**src/rtl/rdcap_pkg.sv**
```systemverilog
package rdcap_pkg;

  typedef enum logic [1:0] {
    HS_IDLE = 2'd0,
    HS_FILL = 2'd1,
    HS_HOLD = 2'd2
  } hs_state_e;

  typedef enum logic [1:0] {
    RC_NONE   = 2'd0,
    RC_SHORT1 = 2'd1,
    RC_SHORT2 = 2'd2,
    RC_LONG   = 2'd3
  } resp_class_e;

  localparam logic [7:0] DT_ACK_ERR    = 8'h02;
  localparam logic [7:0] DT_GEN_SHORT1 = 8'h11;
  localparam logic [7:0] DT_GEN_SHORT2 = 8'h12;
  localparam logic [7:0] DT_DCS_SHORT1 = 8'h21;
  localparam logic [7:0] DT_DCS_SHORT2 = 8'h22;
  localparam logic [7:0] DT_GEN_LONG   = 8'h1A;
  localparam logic [7:0] DT_DCS_LONG   = 8'h1C;

  function automatic resp_class_e classify(input logic [7:0] dt);
    resp_class_e rc;
    case (dt)
      DT_GEN_SHORT1, DT_DCS_SHORT1: rc = RC_SHORT1;
      DT_GEN_SHORT2, DT_DCS_SHORT2: rc = RC_SHORT2;
      DT_GEN_LONG,   DT_DCS_LONG:   rc = RC_LONG;
      default:                      rc = RC_NONE;
    endcase
    return rc;
  endfunction

endpackage

```
**src/rtl/rdcap_handshake.sv**
```systemverilog
module rdcap_handshake
  import rdcap_pkg::*;
(
  input  logic clk,
  input  logic rst_n,
  input  logic rx_valid,
  input  logic rx_sop,
  input  logic rx_eop,
  input  logic ack_wr,
  output logic clr_load,
  output logic app_en,
  output logic ready,
  output logic busy
);

  hs_state_e st_q, st_d;

  always_comb begin
    st_d = st_q;
    case (st_q)
      HS_IDLE: begin
        if (rx_valid && rx_sop) st_d = rx_eop ? HS_HOLD : HS_FILL;
      end
      HS_FILL: begin
        if (rx_valid && rx_eop) st_d = HS_HOLD;
      end
      HS_HOLD: begin
        if (ack_wr) st_d = HS_IDLE;
      end
      default: st_d = HS_IDLE;
    endcase
  end

  always_ff @(posedge clk or negedge rst_n) begin
    if (!rst_n) st_q <= HS_IDLE;
    else        st_q <= st_d;
  end

  assign clr_load = rx_valid && rx_sop && (st_q != HS_HOLD);
  assign app_en   = rx_valid && !rx_sop && (st_q == HS_FILL);
  assign ready    = (st_q == HS_HOLD);
  assign busy     = (st_q != HS_IDLE);

endmodule

```
**src/rtl/rdcap_store.sv**
```systemverilog
module rdcap_store #(
  parameter int BUF_BYTES = 16
) (
  input  logic                   clk,
  input  logic                   rst_n,
  input  logic                   clr_load,
  input  logic                   app_en,
  input  logic [7:0]             in_byte,
  output logic [BUF_BYTES*8-1:0] buf_flat,
  output logic                   trunc
);

  localparam int PTR_W = $clog2(BUF_BYTES + 1);
  localparam logic [PTR_W-1:0] PTR_FULL = PTR_W'(BUF_BYTES);

  logic [PTR_W-1:0] ptr_q, ptr_d;
  logic             trunc_q, trunc_d;

  always_comb begin
    ptr_d   = ptr_q;
    trunc_d = trunc_q;
    if (clr_load) begin
      ptr_d   = PTR_W'(1);
      trunc_d = 1'b0;
    end else if (app_en) begin
      if (ptr_q == PTR_FULL) trunc_d = 1'b1;
      else                   ptr_d   = ptr_q + PTR_W'(1);
    end
  end

  always_ff @(posedge clk or negedge rst_n) begin
    if (!rst_n) begin
      ptr_q   <= '0;
      trunc_q <= 1'b0;
    end else begin
      ptr_q   <= ptr_d;
      trunc_q <= trunc_d;
    end
  end

  for (genvar i = 0; i < BUF_BYTES; i++) begin : g_byte
    logic [7:0] mem_q, mem_d;
    logic       mem_en;

    always_comb begin
      mem_en = 1'b0;
      mem_d  = mem_q;
      if (clr_load) begin
        mem_en = 1'b1;
        mem_d  = (i == 0) ? in_byte : 8'h00;
      end else if (app_en && (ptr_q == PTR_W'(i))) begin
        mem_en = 1'b1;
        mem_d  = in_byte;
      end
    end

    always_ff @(posedge clk or negedge rst_n) begin
      if (!rst_n)      mem_q <= 8'h00;
      else if (mem_en) mem_q <= mem_d;
    end

    assign buf_flat[i*8 +: 8] = mem_q;
  end

  assign trunc = trunc_q;

endmodule

```
**src/rtl/rdcap_decode.sv**
```systemverilog
module rdcap_decode
  import rdcap_pkg::*;
#(
  parameter int MAX_PAYLOAD = 10,
  parameter int CNT_W       = 4,
  parameter int OFS_W       = 3,
  parameter int SHORT_OFS   = 1,
  parameter int LONG_OFS    = 4
) (
  input  logic             valid,
  input  logic [7:0]       dtype,
  input  logic [7:0]       len_lo,
  input  logic [7:0]       len_hi,
  output logic [CNT_W-1:0] cnt,
  output logic [OFS_W-1:0] ofs
);

  localparam logic [15:0] CAP = 16'(MAX_PAYLOAD);

  resp_class_e rc;
  logic [15:0] long_len;
  logic [CNT_W-1:0] long_cnt;

  assign rc       = classify(dtype);
  assign long_len = {len_hi, len_lo};
  assign long_cnt = (long_len > CAP) ? CNT_W'(MAX_PAYLOAD) : CNT_W'(long_len);

  always_comb begin
    cnt = '0;
    ofs = '0;
    if (valid) begin
      case (rc)
        RC_SHORT1: begin cnt = CNT_W'(1); ofs = OFS_W'(SHORT_OFS); end
        RC_SHORT2: begin cnt = CNT_W'(2); ofs = OFS_W'(SHORT_OFS); end
        RC_LONG: begin
          cnt = long_cnt;
          ofs = (long_cnt != '0) ? OFS_W'(LONG_OFS) : '0;
        end
        default: begin cnt = '0; ofs = '0; end
      endcase
    end
  end

endmodule

```
**src/rtl/rdresp_capture.sv**
```systemverilog
module rdresp_capture #(
  parameter int BUF_BYTES   = 16,
  parameter int WORD_W      = 32,
  parameter int MAX_PAYLOAD = 10,
  parameter int CNT_W       = 4,
  parameter int OFS_W       = 3,
  parameter int SEL_W       = 2
) (
  input  logic              clk,
  input  logic              rst_n,
  input  logic              rx_valid,
  input  logic              rx_sop,
  input  logic              rx_eop,
  input  logic [7:0]        rx_byte,
  input  logic              ack_wr,
  input  logic [SEL_W-1:0]  word_sel,
  output logic [WORD_W-1:0] word_data,
  output logic [31:0]       status,
  output logic [CNT_W-1:0]  data_cnt,
  output logic [OFS_W-1:0]  data_ofs
);

  localparam int WORD_BYTES = WORD_W / 8;
  localparam int N_WORDS    = BUF_BYTES / WORD_BYTES;

  logic                   clr_load, app_en, ready, busy, trunc;
  logic [BUF_BYTES*8-1:0] buf_flat;
  logic [WORD_W-1:0]      words [N_WORDS];

  rdcap_handshake u_hs (
    .clk      (clk),
    .rst_n    (rst_n),
    .rx_valid (rx_valid),
    .rx_sop   (rx_sop),
    .rx_eop   (rx_eop),
    .ack_wr   (ack_wr),
    .clr_load (clr_load),
    .app_en   (app_en),
    .ready    (ready),
    .busy     (busy)
  );

  rdcap_store #(.BUF_BYTES(BUF_BYTES)) u_store (
    .clk      (clk),
    .rst_n    (rst_n),
    .clr_load (clr_load),
    .app_en   (app_en),
    .in_byte  (rx_byte),
    .buf_flat (buf_flat),
    .trunc    (trunc)
  );

  rdcap_decode #(
    .MAX_PAYLOAD (MAX_PAYLOAD),
    .CNT_W       (CNT_W),
    .OFS_W       (OFS_W)
  ) u_dec (
    .valid  (ready),
    .dtype  (buf_flat[7:0]),
    .len_lo (buf_flat[15:8]),
    .len_hi (buf_flat[23:16]),
    .cnt    (data_cnt),
    .ofs    (data_ofs)
  );

  for (genvar w = 0; w < N_WORDS; w++) begin : g_word
    assign words[w] = buf_flat[w*WORD_W +: WORD_W];
  end

  always_comb begin
    word_data = '0;
    for (int k = 0; k < N_WORDS; k++) begin
      if (word_sel == SEL_W'(k)) word_data = words[k];
    end
  end

  assign status = {busy, 29'd0, trunc, ready};

endmodule

```
**config.mk**
```make
export PLATFORM = sky130hd
export DESIGN_NAME = rdresp_capture
export DESIGN_NICKNAME = d
export VERILOG_FILES = /design/src/rtl/rdcap_pkg.sv /design/src/rtl/rdcap_handshake.sv /design/src/rtl/rdcap_store.sv /design/src/rtl/rdcap_decode.sv /design/src/rtl/rdresp_capture.sv
export SDC_FILE = /design/constraint.sdc
export NUM_CORES = 1
export LEC_CHECK = 0
export BUFFER_PORTS_ARGS = -buffer_cell sky130_fd_sc_hd__buf_2
export CAP_MARGIN = 20
export CORE_UTILIZATION = 45
export DETAILED_ROUTE_END_ITERATION = 8
export MAX_ROUTING_LAYER = met4
export PLACE_DENSITY = 0.64
export SYNTH_ARGS = -nofsm -noshare
export SYNTH_HDL_FRONTEND = slang
export SYNTH_SLANG_ARGS = --single-unit
```
**constraint.sdc**
```tcl
create_clock -name clk -period 2.8 [get_ports clk]
set_clock_uncertainty 0.05 [all_clocks]
set_input_delay 0.14 -clock clk [delete_from_list [all_inputs] [get_ports clk]]
set_output_delay 0.14 -clock clk [all_outputs]
set_load 0.05 [all_outputs]
```
==> qor.yml, run 1 <==
synthesis:
  async_reset_ff_share_pct: 100
  seq_area_frac_synth_pct: 51.0
  netlist.area_leader.share_pct: 51.0
  synth_adder_area_share_pct: 1.12
  synth_warnings: 0
  netlist_top_cells_area: "dfrtp_1, mux4_2, nand3_1"
  netlist_instances: 617
  synth-edff-count: 0
  yosys.area_share.simple_pct: 16.8
  synth_top_family_by_area: "simple AND/OR/NAND/NOR gates"
  ys_ff_latch: 136
  synth_xor_area_share_pct: 0.131
  synth_largest_area_cell: "dfrtp_1"
  ys.flop_type: "dfrtp_1"
  ys_types: 45
  synth-compound-area-share_pct: 10.7
  synth_area_sq_um: 6680
  synth.area.mux_share_pct: 12.7
  syn_avg_cell_area_sq_um: 10.8
timing:
  hold_slack_ns: 0.0821
  postLayoutSetupSlackWorst_ns: 0.157
  min_period_ns: 2.64
  fin_crit_sh_pct: 94.4
  setup_violations: 0
  finalHoldViolations: 0
  tightest_slew_ns: 0.908
  slew_headroom_pct: 39.5
  final-max-slew-violation-count: 0
  fmax_ghz: 0.378
clock_network:
  path_clk_slew_ns: 0.06
  cts_buffers: 17
  cts_root_buf: "clkbuf_16"
  post_cts_buffers: 0
  cts.path.max_buffers: 2
  clock_sinks: 136
  insertion_delay_ns: 0.41
  htree_levels: 4
  cts_tree: "yes"
placement:
  io_buffers: 56
  post-place-ws_ns: 0.437
  dpl_cell_area_sq_um: 6910
  hpwl_mm: 10.7
  gp_congestion: 0.932
critical_path:
  endpoint_kind: "output pin"
  cp_max_fo: 7
  critical_path_class: "flip-flop to output pin"
  crit_chain: "nor2b_1, a21oi_1, o21ai_0, ha_2, nand2_1, nor3_1, a2bb2o_1, clkbuf_4"
  startpoint_type: "flip-flop"
  crit_arrival_ns: 2.45
  cpPeakStageDelay_ns: 0.43
  critPathSlowestCell: "dfrtp_1"
  crit_required_ns: 2.61
detailed_routing:
  viasPerCell: 5.82
  first_iter_violations: 386
  vias: 4968
  drc_errors: 0
  firstDrtPassIters: 4
  ant_nets: 0
  wirelength_mm: 16.3
  wire_per_inst_um: 19.1
final_layout:
  utilization_pct: 52.7
  final_common_cell: "dfrtp_1"
  nNetsFinal: 680
  area_growth_pct: 14.3
  fill_cells: 1295
  final_area_sq_um: 7630
  drive_gt1_share_pct: 23.1
  antenna_cells: 0
  mostFrequentLayoutCells: "dfrtp_1, nand3_1, o21ai_0"
status:
  status: "finished clean"
pwr:
  vdd_drop_max_uv: 578
  leakagePower_nw: 3.42
  power_density_nw_per_um2: 651
  p_total_mw: 4.97
grt:
  grt_pass1_vias: 4639
  grt_start_max_net_pins: 56
  grt_pass1_wl_mm: 26.2
  antenna_found_initial: 0
  gr-total-overflow: 0
  track_usage_pct: 24.2
hold_path:
  hold_class: "input port to flip-flop"
floorplanning:
  rows: 44
  initial_core_util_pct: 46.1
  dieArea_sq_um: 15300
  io_pins: 87
  core_sq_um: 14500
  die_width_um: 124
  dieHeight_um: 124
flow_run:
  cap_violations: 0
## cell families after synthesis
group / Yosys count
AND/OR/NAND/NOR: 204
AO/OA/AOI/OAI: 138
flip-flops: 136
buffers and inverters: 87
multiplexers: 44
adder cells (fa/ha/maj): 6
other: 1
XOR/XNOR: 1
## routing by layer
metal | share of wire (%) | track usage, %
met2 | 47 | 36.5
met3 | 5.9 | 5.40
met5 | 0 | -
met1 | 45 | 33.1
met4 | 1.4 | 6.93
## synthesized netlist by cell type (2+ instances only)
cell type  instances
mux2i_1            4
and3_1             2
a21oi_1           13
dfrtp_1          136
nor3_1             4
nor2b_1            8
clkbuf_1          28
nand2_2            3
nand2_1           23
mux2_2             3
buf_4             42
inv_1              5
o21ai_1           18
nor2_1             9
mux2_1             5
ha_1               6
mux4_2            32
buf_1              2
nand3_1          123
nand3_2           15
nor4_1             3
o21ai_0           98
o211ai_1           2
nand4_1            3
buf_2             10
## sequential cells by signal (all words and copies together) (netlist names)
signal / cells
u_hs.st_q: 2
u_store.trunc: 1
u_store.ptr_q: 5
u_store.g_byte.mem_q: 128
## stage by stage
stage / instances / setup TNS [ns]
6_report: 854 / 0
5_1_grt: 854 / -0.0307
4_1_cts: 854 / 0
3_5_place_dp: 811 / 0
3_3_place_gp: 811 / 0
2_1_floorplan: 646 / 0
## power breakdown
group | total [mW] | switching, mW | internal (mW)
combinational | 0.668 | 0.484 | 0.184
sequential | 2.11 | 0.0789 | 2.03
clock | 2.19 | 0.805 | 1.39
## repair_timing
action,in CTS,in global routing
hold buffers,12,0
gates resized for setup,1,8
pin swaps,0,0
cloned,0,0
endpoints found under the hold margin,70,0
setup endpoints to repair,1,2
## final timing paths
path / start / to / slack, ns / depth (start not counted)
setup / recovery: u_store.g_byte[0].mem_q[2] / data_cnt[0] / 0.16 / 8
hold / removal: rx_valid / u_hs.st_q[1] / 0.08 / 3
setup reg to reg: u_hs.st_q[0] / u_store.g_byte[8].mem_q[5] / 0.62 / 5
hold reg to reg: u_store.g_byte[3].mem_q[4] / u_store.g_byte[3].mem_q[4] / 0.44 / 2
max in group asynchronous: rst_n / u_store.g_byte[8].mem_q[0] / 1.56 / 3
min in group asynchronous: rst_n / u_store.g_byte[6].mem_q[2] / 0.27 / 2
## cell type report
| class | instances | area [sq um] | area share [%] |
|---|---|---|---|
| tap | 184 | 230 | 3.02 |
| multi-input combinational | 423 | 2910 | 38.1 |
| clock buffer | 22 | 484 | 6.34 |
| timing repair buffer | 75 | 485 | 6.36 |
| sequential | 136 | 3400 | 44.6 |
| clock inverter | 9 | 97.6 | 1.28 |
| inverter | 5 | 18.8 | 0.246 |
## worst max-delay path, delay by kind of cell (launching register included)
family	cells	cell delay, ns
compound gates	3	0.54
fa+ha+maj	1	0.25
flops	1	0.43
buf+inv	1	0.23
simple gates	3	0.57
Note: power is estimated with default switching activity, not from simulation.
==> run 2, diff against run 1 <==
==> constraint.sdc (replaced) <==
create_clock -name clk -period 3 [get_ports clk]
set_clock_uncertainty 0.05 [all_clocks]
set_input_delay 0.15 -clock clk [delete_from_list [all_inputs] [get_ports clk]]
set_output_delay 0.15 -clock clk [all_outputs]
set_load 0.05 [all_outputs]
==> qor.yml, run 2 (synthesis results as in run 1) <==
detailed_routing:
  wirelength_mm: 16.1  # -0.95%
  firstDrtPassIters: 5  # +1
  topRoutingLayerUsed: "met4"
  ant_nets: 0  # unchanged
  met1Wirelength_mm: 7.18  # -2.4%
  first_iter_violations: 393  # +1.8%
  wl_met2_mm: 7.67  # -0.76%
  wire_per_inst_um: 18.9  # -1.1%
  viasPerCell: 5.79  # -0.50%
  drc_errors: 0  # unchanged
  wl_met3_mm: 1.09  # +13%
  vias: 4949  # -0.38%
floorplanning:
  rows: 44  # unchanged
  initial_core_util_pct: 46.1  # unchanged
  die_width_um: 124  # unchanged
  dieHeight_um: 124  # unchanged
  dieArea_sq_um: 15300  # unchanged
  io_pins: 87  # unchanged
  core_sq_um: 14500  # unchanged
hold_path:
  hp-start: "rx_valid"
  min_path_cells: 3  # unchanged
  hold_class: "input port to flip-flop"
  hold-path-endpoint: "u_hs.st_q[1]"
clock_network:
  path_clk_slew_ns: 0.06  # about the same
  cts_tree: "yes"
  clock_sinks: 136  # unchanged
  cts_buffers: 17  # unchanged
  insertion_delay_ns: 0.43  # +0.02 ns
  cts.path.max_buffers: 2  # unchanged
  post_cts_buffers: 0  # unchanged
  htree_levels: 4  # unchanged
  cts_root_buf: "clkbuf_16"
critical_path:
  startpoint_type: "flip-flop"
  reg2reg_from: "u_hs.st_q[0]"
  r2r_cells: 4  # -1
  critical_path_class: "flip-flop to output pin"
  crit_arrival_ns: 2.66  # +0.21 ns
  crit_chain: "nor4b_2, o211ai_1, o21ai_0, ha_1, o21ai_0, a221oi_1, buf_2"
  crit_path_start: "u_store.g_byte[0].mem_q[3]"
  cp_common_cell: "o21ai_0"
  crit_buf_inv: 1  # unchanged
  cpPeakStageDelay_ns: 0.47  # +0.04 ns
  critPathSlowestCell: "dfrtp_1"
  reg2reg_to: "u_store.g_byte[8].mem_q[3]"
  endpoint_kind: "output pin"
  cpLargestDelayFamily: "compound AO/OA/AOI/OAI gates"
  rrSetupSlack_ns: 0.80  # +0.18 ns
  cp_max_fo: 9  # +2
  crit_required_ns: 2.80  # +0.19 ns
  worstSetupPathDepth: 7  # -1
timing:
  setup_tns_ns: 0  # unchanged
  final-max-slew-violation-count: 0  # unchanged
  min_period_ns: 2.86
  tightest_slew_ns: 0.888  # -0.0199 ns
  fmax_ghz: 0.350
  fin_crit_sh_pct: 95.2
  setup_violations: 0  # unchanged
  rsz0062_at_grt: "no"
  finalHoldViolations: 0  # unchanged
  slew_headroom_pct: 40.8  # +1.3 points
grt:
  grt_pass1_wl_mm: 26.0  # -0.87%
  grt_pass1_vias: 4730  # +2.0%
  gr-total-overflow: 0  # unchanged
  antenna_found_initial: 0  # unchanged
  grt_start_max_net_pins: 59  # +5.4%
  track_usage_pct: 23.9  # -0.33 points
final_layout:
  mostFrequentLayoutCells: "dfrtp_1, nand3_1, o21ai_0"
  area_growth_pct: 14.6
  nNetsFinal: 680  # unchanged
  final_common_cell: "dfrtp_1"
  top_register: "u_store.g_byte.mem_q"
  antenna_cells: 0  # unchanged
  drive_gt1_share_pct: 22.8  # -0.33 points
  largest_reg_flops: 128  # unchanged
  final_cells: 855  # +0.12%
  largestRegisters: "u_store.g_byte.mem_q x128, u_store.ptr_q x5, u_hs.st_q x2"
pwr:
  leakagePower_nw: 3.45  # +0.71%
  vdd_drop_max_uv: 383  # -34%
  p_total_mw: 4.78  # -3.8%
  power_density_nw_per_um2: 625  # -4.1%
flow_run:
  cap_violations: 0  # unchanged
placement:
  io_buffers: 56  # unchanged
  hpwl_mm: 10.5  # -2.1%
  gp_congestion: 0.904  # -3.0%
  place_inst: 811  # unchanged
status:
  status: "finished clean"
==> run 2: per-layer routing <==
| metal | track usage, % | vias up |
|---|---|---|
| met4 | 6.85 | 0 |
| met3 | 6.82 | 19 |
| li1 | - | 2275 |
| met2 | 35.5 | 171 |
| met1 | 32.0 | 2484 |
| met5 | - | - |
==> run 2: stage by stage <==
stage               util, %  hold slack [ns]  worst slack, ns  instance area (sq um)
finish                 52.9           0.0677            0.145                   7650
global route           52.9           0.0832           0.0415                   7650
CTS                    52.8           0.0524           0.0592                   7640
detailed placement     47.6            0.225            0.534                   6890
global placement       47.6            0.202            0.684                   6890
floorplan                 -           -0.196            0.247                   6790
==> run 2: what timing repair did <==
action	4_1_cts	5_1_grt
gates resized for setup	0	2
hold buffers	12	0
hold endpoints to repair	74	0
setup endpoints to repair	0	1
==> run 2: worst register-to-register path: stages, from the launching register on <==
cell and delay (ns):
dfrtp_1 0.43, nand2b_2 0.26, nand3_4 0.40, nand2_1 0.69, o21ai_0 0.21
==> run 2: where the power goes <==
part / switching [mW] / leakage (nW) / internal, mW / total, mW
clock: 0.759 / 0.316 / 1.43 / 2.19
sequential: 0.0764 / 1.87 / 1.89 / 1.97
combinational: 0.450 / 1.26 / 0.171 / 0.621
total: 1.29 / 3.45 / 3.49 / 4.78
==> run 2: worst max path at each step <==
stage | endpoint | slack (ns)
2_1_floorplan | data_cnt[1] | 0.25
3_3_place_gp | data_cnt[1] | 0.68
3_5_place_dp | data_cnt[1] | 0.53
4_1_cts | data_cnt[1] | 0.06
5_1_grt | data_cnt[1] | 0.04
6_report | data_cnt[1] | 0.14
==> run 2: layout make-up <==
class | instances | area, sq um
fillers | 1303 | 6830
flip-flops and latches | 136 | 3400
multi-input cells | 423 | 2910
clock buffers | 24 | 512
repair buffers | 75 | 468
well taps | 184 | 230
clock inverters | 8 | 115
inverters | 5 | 18.8
